[config.mk]
export PLATFORM = sky130hd
export DESIGN_NAME = gpio_irq_ctrl
export DESIGN_NICKNAME = d
export VERILOG_FILES = /design/src/rtl/gpio_irq_pkg.sv /design/src/rtl/gpio_sync.sv /design/src/rtl/gpio_pin_slice.sv /design/src/rtl/gpio_irq_merge.sv /design/src/rtl/gpio_irq_ctrl.sv
export SDC_FILE = /design/constraint.sdc
export NUM_CORES = 1
export LEC_CHECK = 0
export ABC_CLOCK_PERIOD_IN_PS = 2330
export BUFFER_PORTS_ARGS = -buffer_cell sky130_fd_sc_hd__buf_4
export CAP_MARGIN = 20
export CORE_UTILIZATION = 45
export CTS_CLUSTER_DIAMETER = 100
export DETAILED_ROUTE_END_ITERATION = 8
export PLACE_DENSITY = 0.65
export SETUP_SLACK_MARGIN = 0.15
export SYNTH_ARGS = -nofsm -noshare
export SYNTH_HDL_FRONTEND = slang
export SYNTH_SLANG_ARGS = --single-unit
[constraint.sdc]
create_clock -name clk -period 2.33 [get_ports clk]
set_input_delay 0.1165 -clock clk [delete_from_list [all_inputs] [get_ports clk]]
set_output_delay 0.1165 -clock clk [all_outputs]
set_load 0.01 [all_outputs]
[src/rtl/gpio_irq_pkg.sv]
package gpio_irq_pkg;

  typedef enum logic [1:0] {
    DET_LEVEL = 2'd0,
    DET_RISE  = 2'd1,
    DET_FALL  = 2'd2,
    DET_BOTH  = 2'd3
  } det_mode_e;

  typedef enum logic [1:0] {
    REG_SETUP = 2'd0,
    REG_DATA  = 2'd1,
    REG_EVCFG = 2'd2,
    REG_PEND  = 2'd3
  } reg_sel_e;

  localparam int OE_BIT    = 9;
  localparam int OUT_BIT   = 1;
  localparam int IN_BIT    = 0;
  localparam int PEND_BIT  = 0;
  localparam int EVCFG_W   = 8;
  localparam int WIN_LSB   = 10;  // word-address bit where the pin index starts

  // Packed MSB first: target[7:5], raw[4], det[3:2], pol[1], en[0]
  typedef struct packed {
    logic [2:0] target;
    logic       raw_en;
    det_mode_e  det;
    logic       pol;
    logic       en;
  } evcfg_t;

  function automatic logic detect_event(det_mode_e m, logic pol, logic s, logic p);
    logic rise;
    logic fall;
    rise = s & ~p;
    fall = ~s & p;
    case (m)
      DET_LEVEL: return pol ? s : ~s;
      DET_RISE:  return pol ? rise : fall;
      DET_FALL:  return pol ? fall : rise;
      default:   return rise | fall;
    endcase
  endfunction

endpackage

[src/rtl/gpio_sync.sv]
module gpio_sync #(
  parameter int WIDTH = 8
) (
  input  logic             clk,
  input  logic             rst,
  input  logic [WIDTH-1:0] async_i,
  output logic [WIDTH-1:0] sync_o,
  output logic [WIDTH-1:0] prev_o
);
  logic [WIDTH-1:0] meta_q;
  logic [WIDTH-1:0] sync_q;
  logic [WIDTH-1:0] prev_q;

  always_ff @(posedge clk) begin
    if (rst) begin
      meta_q <= '0;
      sync_q <= '0;
      prev_q <= '0;
    end else begin
      meta_q <= async_i;
      sync_q <= meta_q;
      prev_q <= sync_q;
    end
  end

  assign sync_o = sync_q;
  assign prev_o = prev_q;
endmodule

[src/rtl/gpio_pin_slice.sv]
module gpio_pin_slice
  import gpio_irq_pkg::*;
(
  input  logic        clk,
  input  logic        rst,
  input  logic        wr_en,
  input  reg_sel_e    sel,
  input  logic [31:0] wdata,
  input  logic        sync_in,
  input  logic        prev_in,
  output logic        oe_o,
  output logic        out_o,
  output logic        irq_en_o,
  output logic        pend_o,
  output logic [31:0] rd_word_o
);
  logic   oe_q;
  logic   out_q;
  logic   pend_q;
  evcfg_t evcfg_q;
  logic   ev_hit;
  logic   sw_clear;

  always_comb begin
    ev_hit   = evcfg_q.raw_en && detect_event(evcfg_q.det, evcfg_q.pol, sync_in, prev_in);
    sw_clear = wr_en && (sel == REG_PEND) && !wdata[PEND_BIT];
  end

  always_ff @(posedge clk) begin
    if (rst) begin
      oe_q    <= 1'b0;
      out_q   <= 1'b0;
      evcfg_q <= '0;
      pend_q  <= 1'b0;
    end else begin
      if (wr_en) begin
        case (sel)
          REG_SETUP: oe_q    <= wdata[OE_BIT];
          REG_DATA:  out_q   <= wdata[OUT_BIT];
          REG_EVCFG: evcfg_q <= evcfg_t'(wdata[EVCFG_W-1:0]);
          default: ;
        endcase
      end
      // software clear takes priority over a same-cycle hardware event
      if (sw_clear)
        pend_q <= 1'b0;
      else if (ev_hit)
        pend_q <= 1'b1;
    end
  end

  always_comb begin
    rd_word_o = '0;
    case (sel)
      REG_SETUP: rd_word_o[OE_BIT] = oe_q;
      REG_DATA: begin
        rd_word_o[IN_BIT]  = sync_in;
        rd_word_o[OUT_BIT] = out_q;
      end
      REG_EVCFG: rd_word_o[EVCFG_W-1:0] = evcfg_q;
      default:   rd_word_o[PEND_BIT] = pend_q;
    endcase
  end

  assign oe_o     = oe_q;
  assign out_o    = out_q;
  assign irq_en_o = evcfg_q.en;
  assign pend_o   = pend_q;

  // the flag can only rise when raw capture was enabled
  a_r5_raw_gate: assert property (@(posedge clk) disable iff (rst)
    $rose(pend_q) |-> $past(evcfg_q.raw_en));

  // a zero write to the pending word always leaves it clear
  a_r7_clear_wins: assert property (@(posedge clk) disable iff (rst)
    (wr_en && sel == REG_PEND && !wdata[PEND_BIT]) |=> !pend_q);

  // in edge modes a new flag needs an input transition
  a_r6_edge_needs_change: assert property (@(posedge clk) disable iff (rst)
    ($rose(pend_q) && $past(evcfg_q.det) != DET_LEVEL) |-> $past(sync_in != prev_in));
endmodule

[src/rtl/gpio_irq_merge.sv]
module gpio_irq_merge #(
  parameter int NUM_PINS = 8
) (
  input  logic                clk,
  input  logic                rst,
  input  logic [NUM_PINS-1:0] pend_i,
  input  logic [NUM_PINS-1:0] en_i,
  output logic                irq_o
);
  always_ff @(posedge clk) begin
    if (rst) irq_o <= 1'b0;
    else     irq_o <= |(pend_i & en_i);
  end
endmodule

[src/rtl/gpio_irq_ctrl.sv]
module gpio_irq_ctrl
  import gpio_irq_pkg::*;
#(
  parameter int NUM_PINS = 8,
  parameter int ADDR_W   = 16
) (
  input  logic                clk,
  input  logic                rst,
  input  logic                bus_wr_en,
  input  logic                bus_rd_en,
  input  logic [ADDR_W-1:0]   bus_addr,
  input  logic [31:0]         bus_wdata,
  output logic [31:0]         bus_rdata,
  input  logic [NUM_PINS-1:0] pin_in,
  output logic [NUM_PINS-1:0] pin_out,
  output logic [NUM_PINS-1:0] pin_oe,
  output logic                irq_out
);
  localparam int PIN_AW = ADDR_W - WIN_LSB;
  localparam int GAP_W  = WIN_LSB - 2;

  logic [PIN_AW-1:0]   pin_idx;
  logic [GAP_W-1:0]    gap_bits;
  reg_sel_e            sel;
  logic                hit;
  logic [NUM_PINS-1:0] sync_v;
  logic [NUM_PINS-1:0] prev_v;
  logic [NUM_PINS-1:0] pend_v;
  logic [NUM_PINS-1:0] ien_v;
  logic [31:0]         rd_words [NUM_PINS];
  logic [31:0]         rd_mux;

  always_comb begin
    pin_idx  = bus_addr[ADDR_W-1:WIN_LSB];
    gap_bits = bus_addr[WIN_LSB-1:2];
    sel      = reg_sel_e'(bus_addr[1:0]);
    hit      = (gap_bits == '0) && (32'(pin_idx) < NUM_PINS);
  end

  gpio_sync #(.WIDTH(NUM_PINS)) i_sync (
    .clk     (clk),
    .rst     (rst),
    .async_i (pin_in),
    .sync_o  (sync_v),
    .prev_o  (prev_v)
  );

  for (genvar g = 0; g < NUM_PINS; g++) begin : g_pin
    logic slice_wr;
    assign slice_wr = bus_wr_en && hit && (pin_idx == PIN_AW'(g));
    gpio_pin_slice i_slice (
      .clk       (clk),
      .rst       (rst),
      .wr_en     (slice_wr),
      .sel       (sel),
      .wdata     (bus_wdata),
      .sync_in   (sync_v[g]),
      .prev_in   (prev_v[g]),
      .oe_o      (pin_oe[g]),
      .out_o     (pin_out[g]),
      .irq_en_o  (ien_v[g]),
      .pend_o    (pend_v[g]),
      .rd_word_o (rd_words[g])
    );
  end

  always_comb begin
    rd_mux = '0;
    for (int i = 0; i < NUM_PINS; i++)
      if (hit && pin_idx == PIN_AW'(i)) rd_mux = rd_words[i];
  end

  always_ff @(posedge clk) begin
    if (rst)            bus_rdata <= '0;
    else if (bus_rd_en) bus_rdata <= rd_mux;
  end

  gpio_irq_merge #(.NUM_PINS(NUM_PINS)) i_merge (
    .clk    (clk),
    .rst    (rst),
    .pend_i (pend_v),
    .en_i   (ien_v),
    .irq_o  (irq_out)
  );

  // the summary line only rises after an enabled pending flag
  a_r8_irq_source: assert property (@(posedge clk) disable iff (rst)
    $rose(irq_out) |-> $past(|(pend_v & ien_v)));

  // a write that misses every window leaves the pin outputs alone
  a_r9_miss_no_effect: assert property (@(posedge clk) disable iff (rst)
    (bus_wr_en && !hit) |=> ($stable(pin_oe) && $stable(pin_out)));

  // outputs are quiet in the cycle after reset
  a_r2_reset_quiet: assert property (@(posedge clk)
    $past(rst) |-> (pin_oe == '0 && pin_out == '0 && !irq_out));
endmodule

==> results of run 1 <==
-- layout make-up --
cell class | count | area, um^2
clock buffer | 26 | 499
clock inverter | 3 | 15.0
fill | 1254 | 6330
inverter | 27 | 101
multi-input combinational | 487 | 3440
sequential | 122 | 2440
tap | 180 | 225
timing repair buffer | 100 | 823
-- flip-flops by register name, summed over array words and instances (netlist names) --
register	flops
g_pin.i_slice.oe_o	8
g_pin.i_slice.pend_o	8
g_pin.i_slice.out_o	8
bus_rdata	9
g_pin.i_slice.evcfg_q	56
i_sync.sync_o	8
i_sync.meta_q	8
i_merge.irq_o	1
g_pin.i_slice.irq_en_o	8
i_sync.prev_o	8
-- worst max path at each step --
| stage | to | slack (ps) |
|---|---|---|
| 5_1_grt | g_pin[0].i_slice.evcfg_q[4] | 470 |
| 2_1_floorplan | g_pin[1].i_slice.evcfg_q[2] | 580 |
| 3_5_place_dp | g_pin[0].i_slice.irq_en_o | 180 |
| 3_3_place_gp | g_pin[2].i_slice.evcfg_q[4] | 240 |
| 4_1_cts | g_pin[0].i_slice.irq_en_o | 630 |
| 6_report | g_pin[0].i_slice.evcfg_q[4] | 620 |
-- cells in the mapped netlist, drive strengths merged, types with 10 or more instances --
cell type,instances,share of area
a22oi,16,0.019
nand2,58,0.034
nor2,88,0.052
dfxtp,122,0.38
clkbuf,36,0.021
o21ai,17,0.013
mux4,10,0.035
ha,21,0.041
nor2b,26,0.025
buf,51,0.054
inv,27,0.016
mux2i,74,0.12
a21oi,32,0.025
nor3,20,0.029
-- routing by layer --
layer,up-vias,GRT usage,part of all wire
li1,2510,-,-
met1,2550,0.309,0.42
met4,0,0.148,0.040
met3,53,0.0555,0.066
met2,248,0.418,0.47
met5,-,0,0
-- what timing repair did --
item | 4_1_cts | 5_1_grt
hold endpoints to repair | 9 | 0
buffers inserted | 0 | 0
hold buffers | 9 | 0
-- critical path, delay by kind of cell --
kind,cells,cell delay (ps)
and+or+nand+nor,3,1000
buffers and inverters,3,390
adders and majority gates,1,310
muxes,1,170
-- cells by family (layout without fill, tap and decap cells) --
family | after synthesis | after routing
DFF | 122 | 122
muxes | 88 | 88
buffers and inverters | 114 | 156
AOI/OAI and AO/OA | 122 | 122
xor gates and xnor gates | 6 | 6
adders and majority gates | 21 | 21
other | 1 | 23
and+or+nand+nor | 227 | 227
-- power by group --
group	total [mW]	internal, mW	switching, mW
combinational	0.368	0.138	0.231
sequential	2.12	2.11	0.0146
clock	2.32	1.44	0.877
total	4.81	3.69	1.12
-- through the flow --
step	cell area (um^2)	power [mW]	std cells	utilization
3_5_place_dp	6950	2.52	907	0.500
4_1_cts	7550	4.83	945	0.544
2_1_floorplan	6460	2.40	723	-
3_3_place_gp	6950	2.51	907	0.500
6_report	7550	4.81	945	0.544
5_1_grt	7550	4.96	945	0.544
==> results.toml, run 1 <==
[status]
outcome = "complete, no violations"

[floorplan]
fp.dieW_um = 121
pin_count = 109
die_area_um2 = 14700
row_count = 43
die_y_um = 121
start_util = 0.460
coreArea_um2 = 13900

[logic_synthesis]
synth.distinct_cells = 53
synth.cell_area_um2 = 6380
synth-adder-area-share = 0.0412
async_flop_share = 0
synth_top_family_by_area = "simple AND/OR/NAND/NOR gates"
syn_avg_cell_area_um2 = 9.10
netlist_instances = 701
yosys.area_share.xor_xnor = 0.00824
ys_ff_latch = 122
synth_compound_gate_area_share = 0.130
seq_area_frac_synth = 0.383
synth_warnings = 0
synth_edf_count = 0
synthSimpleGateAreaFrac = 0.189
ys.flop_type = "dfxtp_1"
synth_mux_area_frac = 0.158

[sta]
finalSetupViolCount = 0
skew_ps = 10.2
fin_ws_ps = 618
hold_viol = 0
tightest_slew_ps = 827
period_minus_slack_ps = 1710
fin_crit_sh = 0.735
rsz0062_at_grt = "no"
hold_slack_ps = 14.4
timing.final.max_slew_violations = 0
relSlewSlack = 0.449
fin_setup_tns_ps = 0
fmax_ghz = 0.584

[routing]
postRouteAntennaNets = 0
wirelength_um = 17800
drtIter0Drc = 448
via_per_inst = 5.67
drc = 0
dr.pass1.iters = 5
vias = 5361
avgRoutedWirePerCell_um = 18.8

[power_and_ir_drop]
power.density_nw_per_um2 = 638
peakVddDrop_v = 0.000493
p_leak_nw = 2.80

[cells_and_area]
layout_common_cells = "122 x dfxtp_1, 88 x nor2_1, 87 x buf_4, 74 x mux2i_1, 58 x nand2_1"
areaGrowthSynthToFinish_pct = 18.3
n_antenna_cell = 0
nets = 836
mostFrequentLayoutCell = "dfxtp_1"
drive_above_1_share = 0.199

[global_route]
grt_use_total = 0.256
grt_max_degree = 77
grt_pass1_wl_um = 28000
antenna_found_initial = 0
grt_overflow_total = 0
grt_pass1_vias = 5353

[critical_path]
critPathMaxFanout = 9
critical_path.max_stage_delay_ps = 480
end_kind = "register"
worst_ep_arrival_time_ps = 1990
slowest_stage = "nand2_1"
cp-start-kind = "input pin"
r2r-end = "g_pin[2].i_slice.pend_o"
cp-startpoint = "bus_addr[0]"
reg2reg_depth = 6
crit_required_ps = 2600
critical_path_class = "in -> reg"
r2r-start = "i_sync.sync_o[2]"
reg2reg_slack_ps = 690
crit_chain = "buf_4, inv_1, ha_1, nand2_1, nor3_4, buf_12, mux2i_1, nor2_1"

[clock_network]
htreeDepth = 4
max-clock-path-buffers = 2
insertion_delay_ps = 420
root_buffer = "clkbuf_16"
ctsResizeCount = 0
clkTransAtPathRegs_ps = 50
cts_tree = "yes"
numClockSinks = 122
cts_inserted_buffers = 17

[place]
port_buffers = 62
gp_congestion = 0.882
dp_slack_ps = 180
place_hpwl_um = 12700

[min_path]
min_to = "g_pin[1].i_slice.evcfg_q[6]"
hp-start = "bus_wdata[6]"
whs_path_depth = 3
hold_path.class = "in -> reg"

[flow_run]
max_cap_violations = 0
Note: power is estimated with default switching activity, not from simulation.
==> run 2, diff against run 1 <==
--- a/config.mk
+++ b/config.mk
@@ -5,7 +5,7 @@
 export SDC_FILE = /design/constraint.sdc
 export NUM_CORES = 1
 export LEC_CHECK = 0
-export ABC_CLOCK_PERIOD_IN_PS = 2330
+export ABC_CLOCK_PERIOD_IN_PS = 1800
 export BUFFER_PORTS_ARGS = -buffer_cell sky130_fd_sc_hd__buf_4
 export CAP_MARGIN = 20
 export CORE_UTILIZATION = 45
==> constraint.sdc (replaced) <==
create_clock -name clk -period 1.8 [get_ports clk]
set_input_delay 0.09 -clock clk [delete_from_list [all_inputs] [get_ports clk]]
set_output_delay 0.09 -clock clk [all_outputs]
set_load 0.01 [all_outputs]
==> results.toml, run 2 (same netlist as run 1, synthesis figures left out) <==
[clock_network]
htreeDepth = 4
clkTransAtPathRegs_ps = 60
insertion_delay_ps = 420
max-clock-path-buffers = 2
cts_tree = "yes"
numClockSinks = 122
cts_inserted_buffers = 17
root_buffer = "clkbuf_16"

[cells_and_area]
nets = 869
reg_top3 = "g_pin.i_slice.evcfg_q x56, bus_rdata x9"
n_antenna_cell = 0
multiInputGateArea_um2 = 3450
regMostFlops = "g_pin.i_slice.evcfg_q"
layout_common_cells = "114 x dfxtp_1, 109 x buf_4, 88 x nor2_1, 74 x mux2i_1, 58 x nand2_1"
mostFrequentLayoutCell = "dfxtp_1"
seqCellArea_um2 = 2450
largest_reg_flops = 56
areaGrowthSynthToFinish_pct = 25.1
fillerInstances = 1243
drive_above_1_share = 0.250

[global_route]
grt_overflow_total = 0
grt_use_total = 0.261
antenna_found_initial = 0
grt_pass1_vias = 5448
grt_max_degree = 49
grt_pass1_wl_um = 28700

[routing]
routed.top_layer = "met4"
postRouteAntennaNets = 0
via_per_inst = 5.76
avgRoutedWirePerCell_um = 18.9
dr.pass1.iters = 5
wl_met2_um = 8670
drtIter0Drc = 531
drc = 0
m1WireLength_um = 7840
wirelength_um = 18500
vias = 5650
met3WireLength_um = 1280

[critical_path]
end_kind = "register"
cp-startpoint = "i_sync.sync_o[3]"
worst_ep_arrival_time_ps = 1910
slowest_stage = "mux4_2"
cp-start-kind = "register"
r2r-start = "i_sync.sync_o[3]"
cp_common_cell = "inv_1"
critical_path_class = "reg -> reg"
crit_chain = "inv_1, ha_1, mux2i_1, mux4_2, inv_1, a21oi_1, a211oi_1"
critPathMaxFanout = 4
critical_path.max_stage_delay_ps = 470
crit_required_ps = 2140

[status]
outcome = "complete, no violations"

[power_and_ir_drop]
p_leak_nw = 3.03
power.density_nw_per_um2 = 857
peakVddDrop_v = 0.000659

[sta]
finalSetupViolCount = 0
hold_slack_ps = 24.8
timing.final.max_slew_violations = 0
fmax_ghz = 0.635
fin_setup_tns_ps = 0
fin_ws_ps = 226
skew_ps = 6.21
fin_crit_sh = 0.875
hold_viol = 0
tightest_slew_ps = 543
rsz0062_at_grt = "yes"
period_minus_slack_ps = 1570
relSlewSlack = 0.638

[floorplan]
row_count = 43
die_y_um = 121
pin_count = 109
start_util = 0.460
die_area_um2 = 14700
coreArea_um2 = 13900
fp.dieW_um = 121

[place]
place_hpwl_um = 13300
gp_congestion = 0.940
port_buffers = 62
dp_slack_ps = -205

[min_path]
hold_path.class = "in -> reg"
hp-start = "bus_wdata[0]"

[flow_run]
max_cap_violations = 0
run 2: worst max-delay path: cells and delay by family (launching register included):
kind,cells,cell delay [ps]
multiplexers,2,550
flip-flops,1,350
AO/OA/AOI/OAI,2,260
adder cells (fa/ha/maj),1,170
buffers and inverters,2,160
run 2: stage by stage:
stage	utilization	cells	area (um^2)	power, mW
CTS	0.573	979	7960	6.86
floorplan	-	723	6470	3.11
detailed placement	0.516	931	7160	3.29
global route	0.575	981	7990	7.03
finish	0.575	981	7990	6.84
global placement	0.516	931	7160	3.28
run 2: final timing paths:
path | end | slack [ps] | cells past startpoint
hold / removal | g_pin[3].i_slice.irq_en_o | 20 | 3
setup / recovery | g_pin[3].i_slice.pend_o | 230 | 7
hold reg to reg | i_sync.sync_o[3] | 430 | 1
setup reg to reg | g_pin[3].i_slice.pend_o | 230 | 7
run 2: cell type report:
cell class | count | share of cell area
multi-input combinational | 487 | 0.432
sequential | 122 | 0.307
timing repair buffer | 133 | 0.141
clock buffer | 26 | 0.0688
tap | 180 | 0.0282
inverter | 27 | 0.0127
clock inverter | 6 | 0.0100
run 2: report_power, final:
group	switching (mW)	internal, mW	leakage, nW	total, mW
clock	1.21	2.36	0.318	3.57
combinational	0.315	0.210	1.72	0.525
sequential	0.0196	2.73	0.991	2.75
run 2: what timing repair did:
action                                  CTS  global route
endpoints found under the setup margin    2             8
buffers inserted                          0             1
pin swaps                                 0             4
resized for setup                         2            13
endpoints found under the hold margin    36             0
hold buffers                             16             0
run 2: layer usage:
layer	vias up	global-route usage
met3	58	0.0611
met2	273	0.422
met4	0	0.129
li1	2586	-
met5	-	0
met1	2733	0.325
